**config.mk**
```make
export PLATFORM = sky130hd
export DESIGN_NAME = adc_rd_ctrl
export DESIGN_NICKNAME = d
export VERILOG_FILES = /design/src/rtl/adc_rd_pkg.sv /design/src/rtl/adc_rd_cnt.sv /design/src/rtl/adc_rd_asm.sv /design/src/rtl/adc_rd_fsm.sv /design/src/rtl/adc_rd_ctrl.sv
export SDC_FILE = /design/constraint.sdc
export NUM_CORES = 1
export LEC_CHECK = 0
export BUFFER_PORTS_ARGS = -buffer_cell sky130_fd_sc_hd__buf_2
export CORE_MARGIN = 3
export CORE_UTILIZATION = 53
export CTS_CLUSTER_SIZE = 10
export DETAILED_ROUTE_END_ITERATION = 12
export GPL_TIMING_DRIVEN = 0
export PLACE_DENSITY = 0.81
export REMOVE_ABC_BUFFERS = 1
export SLEW_MARGIN = 0
export SYNTH_ARGS = -nofsm -noshare
export SYNTH_HDL_FRONTEND = slang
export SYNTH_SLANG_ARGS = --single-unit
```
**constraint.sdc**
```tcl
create_clock -name clk -period 2.25 [get_ports clk]
set_input_delay 0.3375 -clock clk [delete_from_list [all_inputs] [get_ports clk]]
set_output_delay 0.3375 -clock clk [all_outputs]
set_load 0.03 [all_outputs]
```
**src/rtl/adc_rd_pkg.sv**
```systemverilog
package adc_rd_pkg;
    typedef enum logic [2:0] {
        ST_IDLE, ST_ARM, ST_CONV, ST_LORD, ST_GAP, ST_HIRD, ST_DONE, ST_FAIL
    } rd_st_e;
endpackage

```
**src/rtl/adc_rd_cnt.sv**
```systemverilog
module adc_rd_cnt #(
    parameter int W = 4
) (
    input  logic         clk,
    input  logic         rst_n,
    input  logic         clr,
    input  logic         en,
    output logic [W-1:0] q
);
    always_ff @(posedge clk or negedge rst_n) begin
        if (!rst_n)   q <= '0;
        else if (clr) q <= '0;
        else if (en)  q <= q + W'(1);
    end
endmodule

```
**src/rtl/adc_rd_asm.sv**
```systemverilog
module adc_rd_asm #(
    parameter int DW   = 14,
    parameter int LO_W = 8
) (
    input  logic          clk,
    input  logic          rst_n,
    input  logic          clr,
    input  logic          cap_lo,
    input  logic          cap_full,
    input  logic          cap_hi,
    input  logic [DW-1:0] db,
    output logic [DW-1:0] data
);
    localparam int HI_W = DW - LO_W;

    always_ff @(posedge clk or negedge rst_n) begin
        if (!rst_n) begin
            data <= '0;
        end else if (clr) begin
            data <= '0;
        end else if (cap_lo) begin
            data[LO_W-1:0] <= db[LO_W-1:0];
            if (cap_full) data[DW-1:LO_W] <= db[DW-1:LO_W];
        end else if (cap_hi) begin
            data[DW-1:LO_W] <= db[HI_W-1:0];
        end
    end

    // the two byte captures never coincide
    assert_single_capture_R6: assert property (@(posedge clk) disable iff (!rst_n)
        $onehot0({cap_lo, cap_hi}));
endmodule

```
**src/rtl/adc_rd_fsm.sv**
```systemverilog
module adc_rd_fsm
    import adc_rd_pkg::*;
#(
    parameter int RD_DLY   = 3,
    parameter int GAP_CLKS = 4,
    parameter int TMO_CLKS = 64,
    parameter int PH_W     = 3,
    parameter int TMO_W    = 7
) (
    input  logic             clk,
    input  logic             rst_n,
    input  logic             req_i,
    input  logic             mode_byte_i,
    input  logic             busy_n_i,
    input  logic [PH_W-1:0]  ph_cnt_i,
    input  logic [TMO_W-1:0] tmo_cnt_i,
    output logic             ph_clr_o,
    output logic             tmo_clr_o,
    output logic             tmo_en_o,
    output logic             accept_o,
    output logic             cap_lo_o,
    output logic             cap_full_o,
    output logic             cap_hi_o,
    output logic             cs_n_o,
    output logic             rd_n_o,
    output logic             hben_o,
    output logic             rsp_valid_o,
    output logic             rsp_err_o,
    output logic             req_rdy_o
);
    localparam logic [PH_W-1:0]  RD_LAST  = PH_W'(RD_DLY - 1);
    localparam logic [PH_W-1:0]  GAP_LAST = PH_W'(GAP_CLKS - 1);
    localparam logic [TMO_W-1:0] TMO_LAST = TMO_W'(TMO_CLKS - 1);

    rd_st_e st_q, st_d;
    logic   mode_q;
    logic   ph_done, tmo_hit;

    assign ph_done  = (ph_cnt_i == ((st_q == ST_GAP) ? GAP_LAST : RD_LAST));
    assign tmo_hit  = (tmo_cnt_i == TMO_LAST);
    assign accept_o = (st_q == ST_IDLE) && req_i;

    always_comb begin
        st_d = st_q;
        unique case (st_q)
            ST_IDLE: if (req_i) st_d = ST_ARM;
            ST_ARM:  if (!busy_n_i) st_d = ST_CONV;
                     else if (tmo_hit) st_d = ST_FAIL;
            ST_CONV: if (busy_n_i) st_d = ST_LORD;
                     else if (tmo_hit) st_d = ST_FAIL;
            ST_LORD: if (ph_done) st_d = mode_q ? ST_GAP : ST_DONE;
            ST_GAP:  if (ph_done) st_d = ST_HIRD;
            ST_HIRD: if (ph_done) st_d = ST_DONE;
            ST_DONE: st_d = ST_IDLE;
            ST_FAIL: st_d = ST_IDLE;
            default: st_d = ST_IDLE;
        endcase
    end

    assign ph_clr_o   = (st_d != st_q);
    assign tmo_clr_o  = (st_q == ST_IDLE);
    assign tmo_en_o   = (st_q == ST_ARM) || (st_q == ST_CONV);
    assign cap_lo_o   = (st_q == ST_LORD) && ph_done;
    assign cap_full_o = !mode_q;
    assign cap_hi_o   = (st_q == ST_HIRD) && ph_done;

    // state register
    always_ff @(posedge clk or negedge rst_n) begin
        if (!rst_n) begin
            st_q   <= ST_IDLE;
            mode_q <= 1'b0;
        end else begin
            st_q <= st_d;
            if (accept_o) mode_q <= mode_byte_i;
        end
    end

    // registered outputs, decoded from the next state so they never glitch
    always_ff @(posedge clk or negedge rst_n) begin
        if (!rst_n) begin
            cs_n_o      <= 1'b1;
            rd_n_o      <= 1'b1;
            hben_o      <= 1'b0;
            rsp_valid_o <= 1'b0;
            rsp_err_o   <= 1'b0;
            req_rdy_o   <= 1'b1;
        end else begin
            cs_n_o      <= !(st_d inside {ST_ARM, ST_CONV, ST_LORD, ST_HIRD});
            rd_n_o      <= !(st_d inside {ST_ARM, ST_CONV, ST_LORD, ST_HIRD});
            hben_o      <= st_d inside {ST_GAP, ST_HIRD};
            rsp_valid_o <= st_d inside {ST_DONE, ST_FAIL};
            rsp_err_o   <= (st_d == ST_FAIL);
            req_rdy_o   <= (st_d == ST_IDLE);
        end
    end

    assert_start_lines_R2: assert property (@(posedge clk) disable iff (!rst_n)
        (st_q == ST_ARM) |-> (!hben_o && !cs_n_o && !rd_n_o));
    assert_busy_stall_R3: assert property (@(posedge clk) disable iff (!rst_n)
        (st_q == ST_LORD && $past(st_q) == ST_CONV) |-> $past(busy_n_i));
    assert_gap_released_R6: assert property (@(posedge clk) disable iff (!rst_n)
        (st_q == ST_HIRD && $past(st_q) == ST_GAP) |-> ($past(cs_n_o) && $past(rd_n_o)));
    assert_tmo_bound_R7: assert property (@(posedge clk) disable iff (!rst_n)
        (st_q == ST_ARM || st_q == ST_CONV) |-> (tmo_cnt_i <= TMO_LAST));
    assert_mode_hold_R8: assert property (@(posedge clk) disable iff (!rst_n)
        (st_q != ST_IDLE) |=> $stable(mode_q));
    assert_rsp_pulse_R9: assert property (@(posedge clk) disable iff (!rst_n)
        rsp_valid_o |=> !rsp_valid_o);
endmodule

```
**src/rtl/adc_rd_ctrl.sv**
```systemverilog
module adc_rd_ctrl #(
    parameter int DW       = 14,
    parameter int LO_W     = 8,
    parameter int RD_DLY   = 3,
    parameter int GAP_CLKS = 4,
    parameter int TMO_CLKS = 64
) (
    input  logic          clk,
    input  logic          rst_n,
    input  logic          req_i,
    output logic          req_rdy_o,
    input  logic          mode_byte_i,
    output logic          rsp_valid_o,
    output logic          rsp_err_o,
    output logic [DW-1:0] rsp_data_o,
    output logic          adc_cs_n_o,
    output logic          adc_rd_n_o,
    output logic          adc_hben_o,
    input  logic          adc_busy_n_i,
    input  logic [DW-1:0] adc_db_i
);
    localparam int PH_MAX = (RD_DLY > GAP_CLKS) ? RD_DLY : GAP_CLKS;
    localparam int PH_W   = $clog2(PH_MAX + 1);
    localparam int TMO_W  = $clog2(TMO_CLKS + 1);

    logic [PH_W-1:0]  ph_cnt;
    logic [TMO_W-1:0] tmo_cnt;
    logic ph_clr, tmo_clr, tmo_en, accept;
    logic cap_lo, cap_full, cap_hi;

    adc_rd_fsm #(
        .RD_DLY(RD_DLY), .GAP_CLKS(GAP_CLKS), .TMO_CLKS(TMO_CLKS),
        .PH_W(PH_W), .TMO_W(TMO_W)
    ) u_fsm (
        .clk(clk), .rst_n(rst_n), .req_i(req_i), .mode_byte_i(mode_byte_i),
        .busy_n_i(adc_busy_n_i), .ph_cnt_i(ph_cnt), .tmo_cnt_i(tmo_cnt),
        .ph_clr_o(ph_clr), .tmo_clr_o(tmo_clr), .tmo_en_o(tmo_en),
        .accept_o(accept), .cap_lo_o(cap_lo), .cap_full_o(cap_full),
        .cap_hi_o(cap_hi), .cs_n_o(adc_cs_n_o), .rd_n_o(adc_rd_n_o),
        .hben_o(adc_hben_o), .rsp_valid_o(rsp_valid_o), .rsp_err_o(rsp_err_o),
        .req_rdy_o(req_rdy_o)
    );

    adc_rd_cnt #(.W(PH_W)) u_ph_cnt (
        .clk(clk), .rst_n(rst_n), .clr(ph_clr), .en(1'b1), .q(ph_cnt)
    );

    adc_rd_cnt #(.W(TMO_W)) u_tmo_cnt (
        .clk(clk), .rst_n(rst_n), .clr(tmo_clr), .en(tmo_en), .q(tmo_cnt)
    );

    adc_rd_asm #(.DW(DW), .LO_W(LO_W)) u_asm (
        .clk(clk), .rst_n(rst_n), .clr(accept), .cap_lo(cap_lo),
        .cap_full(cap_full), .cap_hi(cap_hi), .db(adc_db_i), .data(rsp_data_o)
    );
endmodule

```
* Word-level counts from Yosys, hierarchy flattened
Index checks and enable logic that the tools add are counted.
** Storage, ports and cells
- Logic and storage cells :: 64
- Output and inout bits :: 20
- Register bits after elaboration :: 33
- Input port bits :: 19
** Operators by class
- Reduce and logical (&&, ||, !) cells :: 15
- Mux-type cells :: 18
- Equality and inequality tests :: 18
- $add $sub $neg :: 2
** Operators with widths (count)
- $eq 3x3->1 const B :: 8
- $mux 3 :: 8
- $pmux 3 s7 :: 1
- $mux 6 :: 3
- $mux 14 :: 1
- $mux 7 :: 2
- $eq 3x2->1 const B :: 4
- $mux 8 :: 1
- $reduce_bool 2->1 :: 4
- $add 7x1->7 const B :: 1
- $eq 7x6->1 const B :: 1
- $eq 3x1->1 const B :: 2
- $logic_not 3->1 :: 2
- $reduce_bool 4->1 :: 1
- $add 3x1->3 const B :: 1
- $eq 3x3->1 :: 1
- $logic_and 1x1->1 :: 3
- $ne 3x3->1 :: 1
- $ne 3x3->1 const B :: 1
- $reduce_bool 3->1 :: 1
- $mux 2 :: 1
- $reduce_and 2->1 :: 1
- $reduce_or 2->1 :: 1
- $logic_not 1->1 :: 1
- other kinds (2) :: 2

* Longest topological paths before layout
- Depth after elaboration :: 8
- Depth in mapped cells :: 8
- Gate-level depth less buffers :: 6

* Modules after synthesis
From an unflattened synthesis, not the netlist that was laid out.
** Second synthesis, totals
- Cell total of the unflattened synthesis :: 167
- Area total of the unflattened synthesis :: 1757.9 um^2
** By module, submodules not included
- adc_rd_asm :: seq. area each 350.3 um^2, instances 1, area an instance 711.9 um^2, cells an instance 59
- adc_rd_fsm :: seq. area each 227.7 um^2, instances 1, area an instance 598.1 um^2, cells an instance 67
- adc_rd_cnt at u_tmo_cnt :: seq. area each 175.2 um^2, instances 1, area an instance 307.8 um^2, cells an instance 29
- adc_rd_cnt at u_ph_cnt :: seq. area each 75.1 um^2, instances 1, area an instance 136.4 um^2, cells an instance 11
- adc_rd_ctrl :: seq. area each 0.0 um^2, instances 1, area an instance 3.8 um^2, cells an instance 1

* Least setup slack after synthesis
OpenSTA, ideal clock, no wires.
- Kind :: reg2reg
- From :: register u_tmo_cnt.q[0]
- To :: register u_fsm.cs_n_o
- Library setup time :: 0.075 ns
- Slack :: 0.349 ns
- Data required time :: 2.175 ns
- Arrival :: 1.826 ns
- Clock period less this slack :: 1.901 ns
- Buffers on the path :: 1
- Stages on the path, launching flop included :: 8
- Cell sequence :: dfrtp_1 ha_1 and4_1 buf_6 a21bo_4 nand2_1 a222oi_1 mux2i_1
** Between the ends
- Longest elaborated chain between the ends :: 7
- Elaborated cells on any way between the ends :: 11
- Classes of those cells :: eq/ne (5); mux (4); reduce/logical (2)
** RTL lines
- start: declaration :: RTL line adc_rd_cnt.sv:8 : output logic [W-1:0] q
- start signal: assignment :: RTL line adc_rd_cnt.sv:13 : else if (en) q <= q + W'(1);
- $eq 7x6->1 (*) :: RTL line adc_rd_fsm.sv:40 : assign tmo_hit = (tmo_cnt_i == TMO_LAST);
- $mux 3 (*) :: RTL line adc_rd_fsm.sv:48, adc_rd_fsm.sv:50
- $mux 3 (on tied branches) :: RTL line adc_rd_fsm.sv:49, adc_rd_fsm.sv:47
- $pmux 3 s7 (*) :: RTL line adc_rd_fsm.sv:45 : unique case (st_q)
- via u_fsm.st_d[1] :: RTL line adc_rd_fsm.sv:35 : rd_st_e st_q, st_d;
- $eq 3x1->1 (tied with other cells) :: RTL line adc_rd_fsm.sv:88 : cs_n_o <= !(st_d inside {ST_ARM, ST_CONV, ST_LORD, ST_HIRD});
- $reduce_bool 4->1 (*) :: RTL line adc_rd_fsm.sv:88
- $logic_not 1->1 (*) :: RTL line adc_rd_fsm.sv:88
- end signal: assignment :: RTL line adc_rd_fsm.sv:88
- end: declaration :: RTL line adc_rd_fsm.sv:24 : output logic cs_n_o,
The timed path passes the listed nets; every way through them passes the cells marked *.
A chain may end at the register's enable or synchronous reset.

* Worst setup path in the final report
- From :: register u_tmo_cnt.q[1]
- To :: register u_ph_cnt.q[2]
** Between the ends
- Longest elaborated chain between the ends :: 6
- Elaborated cells on any way between the ends :: 7
- Classes of those cells :: eq/ne (2); mux (5)
** RTL lines
- $eq 7x6->1 (*) :: RTL line adc_rd_fsm.sv:40
- $mux 3 (*) :: RTL line adc_rd_fsm.sv:48, adc_rd_fsm.sv:50
- $mux 3 (on tied branches) :: RTL line adc_rd_fsm.sv:49, adc_rd_fsm.sv:47
- $pmux 3 s7 (*) :: RTL line adc_rd_fsm.sv:45
- via u_fsm.st_d[0] :: RTL line adc_rd_fsm.sv:35
- $ne 3x3->1 (*) :: RTL line adc_rd_fsm.sv:60 : assign ph_clr_o = (st_d != st_q);
- $mux 3 (*) :: RTL line adc_rd_cnt.sv:12 : else if (clr) q <= '0;
- end signal: assignment :: RTL line adc_rd_cnt.sv:13
- end: declaration :: RTL line adc_rd_cnt.sv:8
Marks and branches as above.

==> impl_metrics.yaml <==
logic_synthesis:
  synth_warnings: 0
  yosysMostFrequentCell: "nand2_1"
  synthTopCellsByArea: "dfrtp_1 (44%), nand2_1 (8.8%), mux2_2 (6.5%), o21ai_0 (3.4%), dfstp_2 (3.0%)"
  synth.yosys.seq_area_share: 0.475
  ys_types: 43
  avgSynthCellArea_um2: 9.54
  synth_seq_cells: 33
  netlist_top_cells_count: "nand2_1 (41), dfrtp_1 (31), o21ai_0 (12)"
  synthArstFlopShare: 1.00
  synth_area_mm2: 0.00175
  synth_ff_type: "dfrtp_1"
  synth_edf_count: 0
  syn_inst: 183
  synth_top_area_share: 0.444
  yosysTopAreaCell: "dfrtp_1"
floorplan:
  die_area_mm2: 0.00402
  die_h_um: 63.4
  row_count: 20
  io_pins: 39
  start_util: 0.563
  core_mm2: 0.00310
  chipWidth_um: 63.4
global_route:
  gr-usage-met2: 0.276
  grt_remaining_overflow: 0
  grt-busiest-layer: "met2"
  antenna_found_initial: 0
  grtUsageMet3: 0.0446
  grt_pass1_wl_um: 5540
  grt_max_degree: 34
  globalRouteMet1Util: 0.225
  track_usage: 0.175
  grt_pass1_vias: 1292
timing:
  setup-tns-final_ns: 0
  finalHoldViolCount: 0
  tightest_slew_ns: 0.690
  fmax_mhz: 491
  setup_viol: 0
  finalCritPeriodShare: 0.905
  rsz0062_at_grt: "false"
  postLayoutSetupSlackWorst_ns: 0.214
  period_minus_slack_ns: 2.04
  slew_headroom: 0.540
  drv_slew: 0
  skew_ns: 0.00710
clock_tree:
  cts-root-buf: "clkbuf_4"
  cts.sinks: 33
  cts.reportedPaths.clkPinSlew_ns: 0.10
  cts_buffer_depth: 2
  cts_buffers: 5
  htreeDepth: 2
  cts_tree: "built"
  clkLatencyLatePin_ns: 0.33
  ctsHoldBuffers: 0
worst_setup_path:
  slowest_stage: "dfrtp_1"
  path_class: "reg2reg"
  path_buf_inv: 0
  path_cells: "ha_1 -> and4_2 -> a21oi_1 -> o221ai_2 -> mux2_2 -> nor3_1"
  slowest_delay_ns: 0.41
  crit_fanout: 7
  crit_family: "simple AND/OR/NAND/NOR gates"
  start_kind: "register"
  endpoint_kind: "register"
  worst-endpoint-arrival_ns: 2.28
  cp.required_ns: 2.50
power_and_ir_drop:
  power.density_mw_per_mm2: 1240
  p_clk_frac: 0.124
  power_frac_seq: 0.419
  finalPower_mw: 2.50
  sw_frac_of_total: 0.431
  comb_power_share: 0.457
  p_leak_nw: 0.952
  intPower_mw: 1.42
  ir_drop_v: 0.000639
  p_sw_mw: 1.08
place:
  dp_slack_ns: -0.186
  io_buffers: 38
  gp_congestion: 0.815
  hpwl_um: 2320
  dp_cells: 253
route:
  first_pass_iters: 4
  wire_per_inst_um: 12.6
  routed_wl_um: 3360
  via_count: 1411
  postRouteAntennaNets: 0
  drtIter0Drc: 56
  drcViolationCount: 0
  via_per_inst: 5.28
finish:
  layoutNonFillerInstCount: 267
  synthToLayoutAreaGrowth_pct: 15.8
  diodes: 0
  drive_gt1_frac: 0.323
  fin_nets: 243
run:
  cap_violations: 0
status:
  outcome: "completed"
min_path:
  hp-class: "in2async"
==> sequential cells by signal, summed over array words and instances, names as in the netlist <==
| register | count |
|---|---|
| u_fsm.mode_q | 1 |
| u_fsm.hben_o | 1 |
| u_fsm.rsp_valid_o | 1 |
| u_fsm.rsp_err_o | 1 |
| u_fsm.req_rdy_o | 1 |
| u_tmo_cnt.q | 7 |
| u_ph_cnt.q | 3 |
| u_asm.data | 14 |
| u_fsm.cs_n_o | 1 |
| u_fsm.st_q | 3 |
==> power by group through the flow <==
stage               clock (mW)  combinational [mW]  sequential (mW)
CTS                      0.323                1.09             1.05
floorplan                    0               0.590             1.25
global route             0.344                1.26             1.09
finish                   0.310                1.14             1.05
detailed placement           0                1.09             1.06
global placement             0                1.07             1.05
==> layer usage <==
| metal | up-vias | wire, um |
|---|---|---|
| li1 | 725 | - |
| met1 | 639 | 1510 |
| met2 | 40 | 1630 |
| met3 | 7 | 163 |
| met4 | 0 | 51 |
| met5 | - | 0 |
==> cells by family (layout without fill, tap and decap cells) <==
family | count (synthesis) | count (layout) | synth area share
DFF | 33 | 33 | 0.475
xor gates and xnor gates | 2 | 2 | 0.0100
AOI/OAI and AO/OA | 38 | 38 | 0.141
and+or+nand+nor | 79 | 79 | 0.215
buffers and inverters | 13 | 53 | 0.0459
muxes | 12 | 12 | 0.0760
adders and majority gates | 6 | 6 | 0.0373
==> layout by cell type (no fill, tap or decap), types with 2 or more instances in the layout <==
master,Yosys,final
nand2b_1,2,2
o21ai_0,12,12
dfstp_2,2,2
clkbuf_4,0,5
mux2_2,10,10
nand2_1,41,41
buf_2,3,38
clkinv_2,0,2
a31oi_1,2,2
nor3_1,4,4
maj3_1,4,4
xnor2_1,2,2
a21oi_1,7,7
buf_4,1,6
mux2i_1,2,2
nor3b_1,3,3
o22a_1,2,2
nand3b_1,2,2
dfrtp_1,31,30
o21ai_1,4,4
ha_1,2,2
nor2b_1,4,4
nand3_1,5,5
nand4_1,4,4
nor2_1,9,9
==> worst reg2reg max path, stage by stage (launching register included) <==
cell      delay [ns]
dfrtp_1         0.41
ha_1            0.25
and4_2          0.34
a21oi_1         0.10
o221ai_2        0.26
mux2_2          0.40
nor3_1          0.18
==> path summary, 6_finish.rpt <==
| path | from | end | slack (ns) | depth (start not counted) |
|---|---|---|---|---|
| setup / recovery | u_tmo_cnt.q[1] | u_ph_cnt.q[2] | 0.21 | 6 |
| hold / removal | rst_n | u_fsm.rsp_err_o | 0.04 | 1 |
| setup reg to reg | u_tmo_cnt.q[1] | u_ph_cnt.q[2] | 0.21 | 6 |
| hold reg to reg | u_asm.data[9] | u_asm.data[9] | 0.51 | 1 |
| max in group asynchronous | rst_n | u_fsm.st_q[0] | 1.73 | 1 |
| min in group clk | adc_db_i[6] | u_asm.data[6] | 0.21 | 3 |
==> repair_timing <==
| item | in CTS | in global routing |
|---|---|---|
| gates cloned | 0 | 0 |
| buffers inserted | 0 | 6 |
| pin swaps | 0 | 2 |
| resized for setup | 1 | 3 |
| setup endpoints to repair | 6 | 13 |
==> metrics by stage <==
stage               hold slack, ns  utilization  instance area (um2)
global placement             0.422        0.617                 1910
floorplan                   0.0419            -                 1670
global route                0.0754        0.651                 2020
finish                      0.0382        0.651                 2020
detailed placement           0.423        0.617                 1910
CTS                         0.0512        0.634                 1970
==> cell type report <==
cell class,instances,area (um2)
Tap cell,44,55.1
Clock inverter,2,10.0
Inverter,1,3.75
Fill cell,282,1080
Timing Repair Buffer,44,235
Sequential cell,33,830
Clock buffer,6,41.3
Multi-Input combinational cell,137,846
Note: power is estimated with default switching activity, not from simulation.
